--- src/rtl/sgd_pkg.sv ---
package sgd_pkg;

  typedef enum logic [1:0] {
    ZONE_OK  = 2'd0,
    ZONE_YEL = 2'd1,
    ZONE_RED = 2'd2
  } zone_e;

  typedef enum logic [2:0] {
    SQ_IDLE    = 3'd0,
    SQ_GET_PSW = 3'd1,
    SQ_PUT_PSW = 3'd2,
    SQ_PUT_PC  = 3'd3,
    SQ_GET_PC  = 3'd4
  } seq_e;

  // fixed emergency locations
  localparam int unsigned LOC_NEW_PSW = 6;
  localparam int unsigned LOC_OLD_PSW = 2;
  localparam int unsigned LOC_OLD_PC  = 0;
  localparam int unsigned LOC_NEW_PC  = 4;

endpackage

--- src/rtl/sgd_zone_class.sv ---
module sgd_zone_class
  import sgd_pkg::*;
#(
  parameter int DW = 16,
  parameter int LW = 8,
  parameter int YM = 256,
  parameter int RM = 224
) (
  input  logic [LW-1:0] limit_hi,
  input  logic [DW-1:0] sp,
  output zone_e         zone
);
  localparam int SH = DW - LW;
  localparam logic [DW:0] YM_X = YM;
  localparam logic [DW:0] RM_X = RM;

  // widened by one bit so limit + margin never wraps
  function automatic zone_e classify(input logic [LW-1:0] lim, input logic [DW-1:0] v);
    logic [DW:0] base;
    logic [DW:0] vx;
    base = {1'b0, lim, {SH{1'b0}}};
    vx   = {1'b0, v};
    if (vx >= base + YM_X)      classify = ZONE_OK;
    else if (vx >= base + RM_X) classify = ZONE_YEL;
    else                        classify = ZONE_RED;
  endfunction

  assign zone = classify(limit_hi, sp);

endmodule

--- src/rtl/sgd_err_flags.sv ---
module sgd_err_flags (
  input  logic clk,
  input  logic rst_n,
  input  logic set_yel,
  input  logic set_red,
  input  logic clr,
  output logic err_yellow,
  output logic err_red,
  output logic yellow_req
);

  always_ff @(posedge clk or negedge rst_n) begin
    if (!rst_n) begin
      err_yellow <= 1'b0;
      err_red    <= 1'b0;
      yellow_req <= 1'b0;
    end else begin
      yellow_req <= set_yel;
      if (set_yel)  err_yellow <= 1'b1;
      else if (clr) err_yellow <= 1'b0;
      if (set_red)  err_red <= 1'b1;
      else if (clr) err_red <= 1'b0;
    end
  end

endmodule

--- src/rtl/sgd_red_seq.sv ---
module sgd_red_seq
  import sgd_pkg::*;
#(
  parameter int DW = 16
) (
  input  logic          clk,
  input  logic          rst_n,
  input  logic          start,
  input  logic [DW-1:0] cur_psw,
  input  logic [DW-1:0] cur_pc,
  input  logic          mem_ack,
  input  logic [DW-1:0] mem_rdata,
  output logic          busy,
  output logic          mem_req,
  output logic          mem_we,
  output logic [DW-1:0] mem_addr,
  output logic [DW-1:0] mem_wdata,
  output logic          vec_load,
  output logic [DW-1:0] new_psw,
  output logic [DW-1:0] new_pc
);

  seq_e          state;
  logic [DW-1:0] saved_psw;
  logic [DW-1:0] saved_pc;

  function automatic logic [DW-1:0] step_addr(input seq_e s);
    case (s)
      SQ_GET_PSW: step_addr = DW'(LOC_NEW_PSW);
      SQ_PUT_PSW: step_addr = DW'(LOC_OLD_PSW);
      SQ_PUT_PC:  step_addr = DW'(LOC_OLD_PC);
      SQ_GET_PC:  step_addr = DW'(LOC_NEW_PC);
      default:    step_addr = '0;
    endcase
  endfunction

  function automatic seq_e next_step(input seq_e s);
    case (s)
      SQ_GET_PSW: next_step = SQ_PUT_PSW;
      SQ_PUT_PSW: next_step = SQ_PUT_PC;
      SQ_PUT_PC:  next_step = SQ_GET_PC;
      default:    next_step = SQ_IDLE;
    endcase
  endfunction

  always_ff @(posedge clk or negedge rst_n) begin
    if (!rst_n) begin
      state     <= SQ_IDLE;
      saved_psw <= '0;
      saved_pc  <= '0;
      new_psw   <= '0;
      new_pc    <= '0;
      vec_load  <= 1'b0;
    end else begin
      vec_load <= 1'b0;
      if (state == SQ_IDLE) begin
        if (start) begin
          state     <= SQ_GET_PSW;
          saved_psw <= cur_psw;
          saved_pc  <= cur_pc;
        end
      end else if (mem_ack) begin
        if (state == SQ_GET_PSW) new_psw <= mem_rdata;
        if (state == SQ_GET_PC) begin
          new_pc   <= mem_rdata;
          vec_load <= 1'b1;
        end
        state <= next_step(state);
      end
    end
  end

  always_comb begin
    busy      = (state != SQ_IDLE);
    mem_req   = busy;
    mem_we    = (state == SQ_PUT_PSW) || (state == SQ_PUT_PC);
    mem_addr  = step_addr(state);
    mem_wdata = (state == SQ_PUT_PSW) ? saved_psw :
                (state == SQ_PUT_PC)  ? saved_pc  : '0;
  end

endmodule

--- src/rtl/stack_guard.sv ---
module stack_guard
  import sgd_pkg::*;
#(
  parameter int DATA_W      = 16,
  parameter int LIM_W       = 8,
  parameter int MODE_W      = 2,
  parameter int KERNEL_MODE = 0,
  parameter int YEL_MARGIN  = 256,
  parameter int RED_MARGIN  = 224
) (
  input  logic              clk,
  input  logic              rst_n,
  input  logic [MODE_W-1:0] cpu_mode,
  input  logic              sp_valid,
  input  logic [DATA_W-1:0] sp_value,
  input  logic [LIM_W-1:0]  limit_hi,
  input  logic              vec_fault,
  input  logic [DATA_W-1:0] cur_psw,
  input  logic [DATA_W-1:0] cur_pc,
  input  logic              err_clr,
  output logic              yellow_req,
  output logic              red_abort,
  output logic              err_yellow,
  output logic              err_red,
  output logic              busy,
  output logic              mem_req,
  output logic              mem_we,
  output logic [DATA_W-1:0] mem_addr,
  output logic [DATA_W-1:0] mem_wdata,
  input  logic [DATA_W-1:0] mem_rdata,
  input  logic              mem_ack,
  output logic              vec_load,
  output logic [DATA_W-1:0] new_psw,
  output logic [DATA_W-1:0] new_pc
);

  localparam logic [MODE_W-1:0] KMODE = MODE_W'(KERNEL_MODE);

  zone_e zone;
  logic  in_kernel;
  logic  chk_fire;
  logic  red_hit;
  logic  fault_hit;
  logic  yel_hit;

  sgd_zone_class #(
    .DW(DATA_W), .LW(LIM_W), .YM(YEL_MARGIN), .RM(RED_MARGIN)
  ) u_class (
    .limit_hi(limit_hi),
    .sp      (sp_value),
    .zone    (zone)
  );

  assign in_kernel = (cpu_mode == KMODE);
  assign chk_fire  = sp_valid && in_kernel && !busy;
  assign red_hit   = chk_fire && (zone == ZONE_RED);
  assign fault_hit = vec_fault && !busy;
  assign red_abort = red_hit || fault_hit;
  assign yel_hit   = chk_fire && (zone == ZONE_YEL) && !fault_hit;

  sgd_err_flags u_flags (
    .clk       (clk),
    .rst_n     (rst_n),
    .set_yel   (yel_hit),
    .set_red   (red_abort),
    .clr       (err_clr),
    .err_yellow(err_yellow),
    .err_red   (err_red),
    .yellow_req(yellow_req)
  );

  sgd_red_seq #(.DW(DATA_W)) u_seq (
    .clk      (clk),
    .rst_n    (rst_n),
    .start    (red_abort),
    .cur_psw  (cur_psw),
    .cur_pc   (cur_pc),
    .mem_ack  (mem_ack),
    .mem_rdata(mem_rdata),
    .busy     (busy),
    .mem_req  (mem_req),
    .mem_we   (mem_we),
    .mem_addr (mem_addr),
    .mem_wdata(mem_wdata),
    .vec_load (vec_load),
    .new_psw  (new_psw),
    .new_pc   (new_pc)
  );

endmodule

--- config.mk ---
export PLATFORM = sky130hd
export DESIGN_NAME = stack_guard
export DESIGN_NICKNAME = d
export VERILOG_FILES = /design/src/rtl/sgd_pkg.sv /design/src/rtl/sgd_zone_class.sv /design/src/rtl/sgd_err_flags.sv /design/src/rtl/sgd_red_seq.sv /design/src/rtl/stack_guard.sv
export SDC_FILE = /design/constraint.sdc
export NUM_CORES = 1
export LEC_CHECK = 0
export ABC_CLOCK_PERIOD_IN_PS = 4800
export BUFFER_PORTS_ARGS = -buffer_cell sky130_fd_sc_hd__buf_2
export CORE_UTILIZATION = 26
export DETAILED_ROUTE_END_ITERATION = 8
export GPL_ROUTABILITY_DRIVEN = 0
export GPL_TIMING_DRIVEN = 1
export PLACE_DENSITY = 0.59
export SYNTH_ARGS = -nofsm -noshare
export SYNTH_HDL_FRONTEND = slang
export SYNTH_SLANG_ARGS = --single-unit
--- constraint.sdc ---
create_clock -name clk -period 4.8 [get_ports clk]
set_clock_uncertainty 0.1 [all_clocks]
set_input_delay 0.96 -clock clk [delete_from_list [all_inputs] [get_ports clk]]
set_output_delay 0.96 -clock clk [all_outputs]
set_load 0.005 [all_outputs]
==> impl_metrics.yaml <==
timing:
  fin_hold_ws_ns: 0.385
  rsz0062_at_grt: "no"
  relSlewSlack_pct: 34.4
  setup_ws_ns: 0.728
  hold_viol_final: 0
  worst_slew_pin_slew_ns: 0.983
  fmax_mhz: 246
  post-route-min-period_ns: 4.07
  drv_slew: 0
  setup-violations-final: 0
  timing.final.crit_share_pct: 84.8
  tns_ns: 0
grt:
  gr-total-overflow: 0
  antenna_found_initial: 0
  grtUsageTotal_pct: 11.6
  first_global_vias: 2657
  grt_max_degree: 45
  grt_pass1_wl_mm: 12.9
power_and_ir_drop:
  p_sw_share_pct: 30.8
  p_leak_nw: 2.39
  pwr-share-comb_pct: 38.5
  p_switching_w: 0.000840
  power_frac_clock_pct: 23.7
  powerDensity_nw_per_um2: 581
  pwr-share-seq_pct: 37.8
  ir_drop_v: 0.000165
  p_int_w: 0.00188
drt:
  ant_nets: 0
  route.detailed.drc: 0
  viasPerCell: 4.39
  drtPass1Iterations: 4
  finalWirelength_mm: 8.06
  drt-initial-drc-count: 75
  vias: 2698
  wl_per_cell_um: 13.1
final_layout:
  area_growth_pct: 30.7
  layout.nets: 531
  finish.instance_area_um2: 4690
  drive_above_1_share_pct: 49.9
  n_antenna_cell: 0
  fin_util_pct: 35.1
clock_tree:
  postCtsResizedCells: 0
  clock_latency_ns: 0.32
  clkSlewWorstSetupHoldPaths_ns: 0.05
  cts_root_buffer: "clkbuf_16"
  cts_hold_buf: 0
  htreeDepth: 3
  postCtsSetupBuffers: 0
  clk_path_buf_depth: 2
  cts_tree: "done"
  clkSinkCount: 71
  numCtsBuffers: 9
setup_path:
  crit_family: "simple AND/OR/NAND/NOR gates"
  crit_buf_inv: 3
  crit_slowest_cell: "nor4_1"
  critPathArrivalTime_ns: 3.01
  startpoint: "limit_hi[0]"
  cp.required_ns: 3.74
  crit_fanout: 4
  worst_setup_path_start_kind: "primary input"
  worstReg2RegStart: "u_seq.state[0]$_DFFE_PN0P_"
  max_stage_delay_ns: 0.36
  end_kind: "output pin"
  path_cells: "buf_2 > ha_1 > and3_1 > xnor2_1 > ha_1 > nand4_1 > nor4_1 > o31ai_1 > a31oi_4 > inv_1 > buf_2"
  worst-setup-path-type: "primary input to output pin"
synthesis:
  yosys.area.top_type: "dfrtp_1"
  synth_cell_types: 35
  synthSimpleGateAreaFrac_pct: 7.08
  synth_flop_cell: "dfrtp_1"
  synthMuxAreaShare_pct: 24.6
  synthTopCellsByArea: "dfrtp_1 50%, mux2_2 19%, ha_1 5.9%, mux2i_1 4.5%, buf_4 3.1%"
  synth_common_cells: "71 x dfrtp_1, 62 x mux2_2, 24 x nor2_1"
  synthCells: 295
  synth_compound_area_share_pct: 4.36
  synthAdderAreaFrac_pct: 5.93
  yosys_warnings: 0
  synth_edf_count: 0
  synth_seq_cells: 71
  synth_top_area_share_pct: 49.5
  synth.most_common_cell: "dfrtp_1"
  synth_top_family_by_area: "multiplexers"
  yosys.area_share.xor_xnor_pct: 1.71
  ys_seq_area_share_pct: 49.5
  synthesis.area_um2: 3590
  async_reset_ff_share_pct: 100
  syn_avg_cell_area_um2: 12.2
min_path:
  hold_path.class: "register to register"
  hold_start: "u_flags.err_yellow$_DFFE_PN0P_"
placement:
  pre_cts_slack_ns: 0.684
  dpl_cell_area_um2: 4400
  place_hpwl_mm: 6.20
  io_buffers: 137
die:
  io_pins: 152
  die_area_um2: 14300
  rows: 42
  die-width_um: 119
  die_h_um: 119
  start_util_pct: 26.9
  core_area_um2: 13300
job:
  drv_cap: 0
outcome:
  outcome: "finished clean"
-- final timing paths --
| check | end | slack (ns) | cells past startpoint |
|---|---|---|---|
| worst min-delay path | u_flags.err_yellow$_DFFE_PN0P_ | 0.38 | 1 |
| max in group asynchronous | u_seq.saved_psw[1]$_DFFE_PN0P_ | 3.03 | 2 |
| min in group asynchronous | u_seq.saved_pc[5]$_DFFE_PN0P_ | 0.55 | 1 |
| worst max register to register | u_seq.new_pc[15]$_DFFE_PN0P_ | 2.54 | 4 |
| worst min register to register | u_flags.err_yellow$_DFFE_PN0P_ | 0.38 | 1 |
| worst max-delay path | red_abort | 0.73 | 11 |
-- sequential cells by signal, summed over array words and instances, names as in the netlist --
signal / flops
u_seq.state: 3
u_flags.yellow_req: 1
u_flags.err_red: 1
u_seq.saved_pc: 16
u_seq.new_pc: 16
u_seq.new_psw: 16
u_seq.saved_psw: 16
u_seq.vec_load: 1
u_flags.err_yellow: 1
-- cells by family (layout without fill, tap and decap cells) --
group | after synthesis | in the layout
xor+xnor | 7 | 7
compound gates | 23 | 23
buf+inv | 43 | 174
fa+ha+maj | 17 | 17
flops | 71 | 71
mux | 80 | 80
other cells | 1 | 14
simple gates | 53 | 53
-- layout make-up --
type | count | area (um^2)
clock buffers | 12 | 246
clock inverters | 4 | 45.0
fillers | 1354 | 8660
inverters | 18 | 67.6
multi-input cells | 194 | 1620
flip-flops and latches | 71 | 1780
well taps | 176 | 220
repair buffers | 140 | 708
-- routing by layer --
layer	vias to the layer above	global-route usage (%)	wire length, um
met3	7	3.93	549
met1	1308	14.1	3550
met4	0	4.45	119
li1	1283	-	-
met2	100	18.8	3840
met5	-	0	0
-- cells in the final DEF, fill, tap and decap left out, types with 2 or more instances in the layout --
cell	synthesis	routed
nand2b_1	3	3
clkbuf_1	4	2
mux2_2	62	62
clkbuf_16	0	9
buf_2	1	137
mux2i_1	16	16
ha_1	17	17
conb_1	1	14
a21o_1	4	4
nand4_1	2	2
clkinv_2	0	3
nor2_1	24	22
mux2_1	2	2
o21ai_0	5	5
buf_4	15	3
nor3_1	3	3
nand2_1	5	5
and3_1	4	4
nor2_2	0	2
nand3_1	7	7
a21oi_1	7	7
xnor2_1	7	7
inv_1	18	18
dfrtp_1	71	71
-- through the flow --
step / total power (W) / instances
floorplan: 0.00170 / 308
finish: 0.00272 / 615
detailed placement: 0.00212 / 599
global route: 0.00293 / 615
global placement: 0.00208 / 599
CTS: 0.00278 / 615
-- power groups by stage --
stage	sequential (W)	combinational, W	clock, W
floorplan	0.00102	0.000679	0
global placement	0.00102	0.00105	0
detailed placement	0.00104	0.00108	0
CTS	0.00103	0.00108	0.000672
global route	0.00107	0.00116	0.000694
finish	0.00103	0.00105	0.000646
-- worst register-to-register path: cells and delay by family, from the launching register on --
kind | cells | cell delay (ns)
buffers and inverters | 1 | 0.26
multiplexers | 1 | 0.44
flip-flops | 1 | 0.37
AND/OR/NAND/NOR | 2 | 0.99
No activity file was read; power rests on OpenSTA's default activity.
